===== config.mk =====
export PLATFORM = sky130hd
export DESIGN_NAME = reg_rename
export DESIGN_NICKNAME = d
export VERILOG_FILES = /design/src/rtl/rn_pkg.sv /design/src/rtl/rn_free_fifo.sv /design/src/rtl/rn_map_table.sv /design/src/rtl/reg_rename.sv
export SDC_FILE = /design/constraint.sdc
export NUM_CORES = 1
export LEC_CHECK = 0
export CAP_MARGIN = 40
export CORE_MARGIN = 2
export CORE_UTILIZATION = 35
export CTS_CLUSTER_DIAMETER = 80
export DETAILED_ROUTE_END_ITERATION = 12
export SLEW_MARGIN = 20
export SYNTH_ARGS = -nofsm -noshare
export SYNTH_HDL_FRONTEND = slang
export SYNTH_HIERARCHICAL = 1
export SYNTH_SLANG_ARGS = --single-unit

===== constraint.sdc =====
create_clock -name clk -period 4.91 [get_ports clk]
set_input_delay 0.7365 -clock clk [delete_from_list [all_inputs] [get_ports clk]]
set_output_delay 0.7365 -clock clk [all_outputs]
set_load 0.1 [all_outputs]

===== src/rtl/rn_pkg.sv =====
package rn_pkg;

  // Next position in a ring of the given depth.
  function automatic int unsigned ring_next(int unsigned pos, int unsigned depth);
    return (pos + 1 == depth) ? 0 : pos + 1;
  endfunction

  // Tag preloaded into free slot k: the first tag not used by the reset mapping, plus k.
  function automatic int unsigned preload_tag(int unsigned first_free, int unsigned k);
    return first_free + k;
  endfunction

  // Occupancy after one cycle of push and pop.
  function automatic int unsigned next_fill(int unsigned fill, logic push, logic pop);
    return fill + (push ? 1 : 0) - (pop ? 1 : 0);
  endfunction

endpackage


===== src/rtl/rn_free_fifo.sv =====
module rn_free_fifo #(
  parameter int DEPTH = 32,
  parameter int BASE  = 32,
  parameter int PW    = 6
) (
  input  logic          clk,
  input  logic          rst_n,
  input  logic          push_i,
  input  logic [PW-1:0] push_tag_i,
  input  logic          pop_i,
  output logic [PW-1:0] head_tag_o,
  output logic          empty_o
);
  localparam int IW = (DEPTH > 1) ? $clog2(DEPTH) : 1;
  localparam int CW = $clog2(DEPTH + 1);

  logic [PW-1:0] slot [DEPTH];
  logic [IW-1:0] head, tail;
  logic [CW-1:0] fill;

  generate
    for (genvar k = 0; k < DEPTH; k++) begin : g_slot
      always_ff @(posedge clk) begin
        if (!rst_n)
          slot[k] <= PW'(rn_pkg::preload_tag(BASE, k));
        else if (push_i && tail == IW'(k))
          slot[k] <= push_tag_i;
      end
    end
  endgenerate

  always_ff @(posedge clk) begin
    if (!rst_n) begin
      head <= '0;
      tail <= '0;
      fill <= CW'(DEPTH);
    end else begin
      if (pop_i)  head <= IW'(rn_pkg::ring_next(int'(head), DEPTH));
      if (push_i) tail <= IW'(rn_pkg::ring_next(int'(tail), DEPTH));
      fill <= CW'(rn_pkg::next_fill(int'(fill), push_i, pop_i));
    end
  end

  assign head_tag_o = slot[head];
  assign empty_o    = (fill == '0);


  no_overflow_chk: assert property (@(posedge clk) disable iff (!rst_n)
    (push_i && !pop_i) |-> (fill != CW'(DEPTH)));


  no_underflow_chk: assert property (@(posedge clk) disable iff (!rst_n)
    pop_i |-> !empty_o);

endmodule


===== src/rtl/rn_map_table.sv =====
module rn_map_table #(
  parameter int LREGS = 32,
  parameter int LW    = 5,
  parameter int PW    = 6
) (
  input  logic          clk,
  input  logic          rst_n,
  input  logic [LW-1:0] rd_a_idx,
  input  logic [LW-1:0] rd_b_idx,
  input  logic [LW-1:0] rd_d_idx,
  output logic [PW-1:0] rd_a_tag,
  output logic [PW-1:0] rd_b_tag,
  output logic [PW-1:0] rd_d_tag,
  input  logic          wr_en,
  input  logic [LW-1:0] wr_idx,
  input  logic [PW-1:0] wr_tag
);
  logic [PW-1:0] ent [LREGS];

  generate
    for (genvar i = 0; i < LREGS; i++) begin : g_ent
      always_ff @(posedge clk) begin
        if (!rst_n)
          ent[i] <= PW'(i);
        else if (wr_en && wr_idx == LW'(i))
          ent[i] <= wr_tag;
      end
    end
  endgenerate

  assign rd_a_tag = ent[rd_a_idx];
  assign rd_b_tag = ent[rd_b_idx];
  assign rd_d_tag = ent[rd_d_idx];


  map_write_chk: assert property (@(posedge clk) disable iff (!rst_n)
    wr_en |=> (ent[$past(wr_idx)] == $past(wr_tag)));


  zero_fixed_chk: assert property (@(posedge clk) disable iff (!rst_n)
    wr_en |-> (wr_idx != '0));

endmodule


===== src/rtl/reg_rename.sv =====
module reg_rename #(
  parameter int LREGS = 32,
  parameter int PREGS = 64,
  localparam int LW = $clog2(LREGS),
  localparam int PW = $clog2(PREGS)
) (
  input  logic          clk,
  input  logic          rst_n,
  input  logic          req_valid,
  input  logic [LW-1:0] req_src_a,
  input  logic [LW-1:0] req_src_b,
  input  logic          req_has_dst,
  input  logic [LW-1:0] req_dst,
  output logic          req_ready,
  output logic          rsp_alloc,
  output logic [PW-1:0] rsp_src_a_tag,
  output logic [PW-1:0] rsp_src_b_tag,
  output logic [PW-1:0] rsp_new_tag,
  output logic [PW-1:0] rsp_old_tag,
  input  logic          ret_valid,
  input  logic [PW-1:0] ret_tag
);
  localparam int FREE_N = PREGS - LREGS;

  // Named internal events for the assertions.
  logic          dst_real;
  logic          fire;
  logic          alloc_ev;
  logic          free_ev;
  logic          fl_empty;
  logic [PW-1:0] fl_head;
  logic [PW-1:0] map_dst_tag;

  assign dst_real  = req_has_dst && (req_dst != '0);
  assign req_ready = !(dst_real && fl_empty);
  assign fire      = req_valid && req_ready;
  assign alloc_ev  = fire && dst_real;
  assign free_ev   = ret_valid && (ret_tag != '0);

  rn_map_table #(.LREGS(LREGS), .LW(LW), .PW(PW)) u_map (
    .clk      (clk),
    .rst_n    (rst_n),
    .rd_a_idx (req_src_a),
    .rd_b_idx (req_src_b),
    .rd_d_idx (req_dst),
    .rd_a_tag (rsp_src_a_tag),
    .rd_b_tag (rsp_src_b_tag),
    .rd_d_tag (map_dst_tag),
    .wr_en    (alloc_ev),
    .wr_idx   (req_dst),
    .wr_tag   (fl_head)
  );

  rn_free_fifo #(.DEPTH(FREE_N), .BASE(LREGS), .PW(PW)) u_free (
    .clk        (clk),
    .rst_n      (rst_n),
    .push_i     (free_ev),
    .push_tag_i (ret_tag),
    .pop_i      (alloc_ev),
    .head_tag_o (fl_head),
    .empty_o    (fl_empty)
  );

  assign rsp_alloc   = alloc_ev;
  assign rsp_new_tag = alloc_ev ? fl_head : '0;
  assign rsp_old_tag = alloc_ev ? map_dst_tag : '0;


  fresh_tag_chk: assert property (@(posedge clk) disable iff (!rst_n)
    alloc_ev |-> (rsp_new_tag != rsp_old_tag));


  same_cycle_free_chk: assert property (@(posedge clk) disable iff (!rst_n)
    (free_ev && fl_empty) |=> !fl_empty);


  stall_hold_chk: assert property (@(posedge clk) disable iff (!rst_n)
    (req_valid && !req_ready && !free_ev) |=> fl_empty);

endmodule


==> flow_summary_export.csv <==
group,metric,value,unit
sta,finalClockSkew,0.0208,ns
floorplan,coreArea,64000,um^2
sta,tns,0,ns
drt,firstDrtPassIters,5,
clock_tree,cts_max_level,2,
clock_tree,clock_sinks,405,
clock_tree,cts_buffers,43,
placement,gp_congestion,0.896,
critical_path,crit_path_end_kind,"output pin",
floorplan,row_count,93,
yosys,async_flop_share,0,%
yosys,ys_types,58,
yosys,synth-edff-count,384,
drt,wl,62200,um
power,p_per_area,335,nW/um^2
sta,tightest_slew,0.880,ns
clock_tree,cts_resized,0,
global_route,grt-ovfl-total,0,
final_layout,final_layout_size_suffix_gt1_share,22.4,%
clock_tree,clk_latency,0.59,ns
floorplan,dieArea,66400,um^2
sta,period_needed,4.43,ns
clock_tree,clk_pin_slew,0.06,ns
critical_path,rr_worst_depth,7,
sta,fin_crit_sh,90.1,%
yosys,ys_seq_area_share,53.0,%
floorplan,fp.dieH,258,um
final_layout,n_fill_cell,5931,
critical_path,critPathArrivalTime,3.69,ns
sta,setup_violations,0,
yosys,synthFlopType,"edfxtp_1",
drt,viasPerCell,5.83,
sta,rsz0062_at_grt,"no",
power,finalPower,8510,uW
drt,wire_per_inst,25.0,um
global_route,grt_max_degree,80,
global_route,antenna_found_initial,0,
yosys,syn_area,22500,um^2
clock_tree,cts_setup_buffers,0,
critical_path,cp_max_fo,12,
yosys,synth-warning-count,6,
global_route,grt_pass1_wl,93200,um
final_layout,final_common_cell,"edfxtp_1",
hold_path,hold_path_class,"flip-flop to flip-flop",
critical_path,start_kind,"flip-flop",
yosys,synth-seq-cells,405,
global_route,grt_pass1_vias,14000,
drt,vias,14500,
sta,fmax,0.226,GHz
final_layout,layout.nets,1641,
clock_tree,cts_root_buf,"clkbuf_16",
clock_tree,clk_path_buf_depth,3,
yosys,synth.avg_cell_area,14.2,um^2
power,leakagePower,0.00748,uW
final_layout,regArea,12000,um^2
final_layout,mostFrequentLayoutCells,"384 x edfxtp_1, 156 x mux4_2, 150 x or3_1",
sta,maxSlewViolCount,0,
clock_tree,cts_tree,"done",
placement,place_area,23900,um^2
global_route,grtUsageTotal,18.6,%
floorplan,io_pins,52,
yosys,syn-num-nets,1631,
drt,first_iter_violations,1520,
final_layout,multi_input_area,9710,um^2
clock_tree,postCtsHoldBufs,0,
final_layout,syn2layout_area_growth,12.7,%
sta,relSlewSlack,40.7,%
final_layout,stdcell_area,25400,um^2
critical_path,crit_type,"flip-flop to output pin",
hold_path,min_path_cells,2,
floorplan,die_width,258,um
critical_path,cp_data_required_time,4.17,ns
status,status,"finished, final reports clean",
yosys,postSynthCellCount,1589,
placement,place_hpwl,42000,um
job,maxCapViolCount,0,
floorplan,initial_core_util,35.2,%
drt,route.detailed.drc,0,
placement,io_buffer_count,51,
final_layout,antenna_cells,0,
sta,hold_violations,0,
drt,ant_nets,0,
power,worst_ir_drop_vdd,260,uV
cell families (layout without fill, tap and decap cells):
family | Yosys count | in the layout | share of synthesized area [%]
adders and majority gates | 16 | 16 | 0.922
DFF | 405 | 405 | 53.0
xor gates and xnor gates | 10 | 10 | 0.389
buffers and inverters | 195 | 238 | 3.93
AOI/OAI and AO/OA | 118 | 118 | 3.24
and+or+nand+nor | 574 | 574 | 14.2
muxes | 271 | 271 | 24.3
worst max-delay path: stages, from the launching register on:
cell	delay, ns
dfxtp_1	0.85
buf_4	0.33
mux4_1	0.57
a221oi_1	0.54
nand3_1	0.36
inv_1	0.12
a211oi_1	0.06
buf_4	0.26
worst paths after layout:
path | end | start | slack, ns
hold reg to reg | flip-flop | u_free/head[1] | 0.56
setup / recovery | rsp_new_tag[5] | flip-flop | 0.48
setup reg to reg | u_map/ent[15][5] | flip-flop | 1.22
hold / removal | flip-flop | u_free/head[1] | 0.56
cells in the mapped netlist (all sizes together) (6+ instances only):
library cell  count  area [um^2]
edfxtp          384        11500
mux4            204         4770
or3             150          938
and2            132          826
clkbuf          118          445
nand2            77          289
nor3             74          370
nor2             61          229
o21ai            58          290
mux2i            49          490
buf              47          327
inv              29          109
nand3            28          140
dfxtp            21          420
mux2             18          206
a21oi            15         75.1
ha               15          188
a211oi           12         90.1
a22oi            12         90.1
nand2b            8         50.1
or2               8         50.1
a221oi            6         58.8
a22o              6         52.6
nand4bb           6         67.6
nor2b             6         37.5
layout make-up:
type / instances / share of cell area (%)
clock buffer: 55 / 4.41
multi-input combinational: 989 / 38.2
clock inverter: 23 / 1.02
inverter: 30 / 0.443
sequential: 405 / 47.1
timing repair buffer: 130 / 4.60
tap: 855 / 4.21
layer usage:
metal	GRT usage (%)	share of wire, %	vias up
met2	30.1	48	681
met4	4.99	2.4	0
li1	-	-	6276
met1	26.2	42	7441
met5	0	0	-
met3	2.86	7.6	90
through the flow:
step / hold slack (ns) / cells / setup slack [ns] / utilization, %
2_1_floorplan: 0.510 / 1589 / 0.0870 / -
4_1_cts: 0.564 / 2469 / 0.368 / 39.5
6_report: 0.561 / 2487 / 0.484 / 39.7
3_5_place_dp: 0.555 / 2391 / 0.761 / 37.4
3_3_place_gp: 0.533 / 2379 / 0.774 / 37.3
5_1_grt: 0.602 / 2487 / 0.371 / 39.7
state kept, by name, summed over array words and instances, names as in the netlist, named ones only:
signal / flops
u_free/fill: 6
u_free/head: 5
u_free/slot: 192
u_free/tail: 5
u_map/ent: 192
power breakdown:
part | switching, uW | internal (uW)
Sequential | 68.0 | 3870
Clock | 1390 | 1840
Combinational | 880 | 466
Total | 2340 | 6170
(Power assumes the default switching activity.)
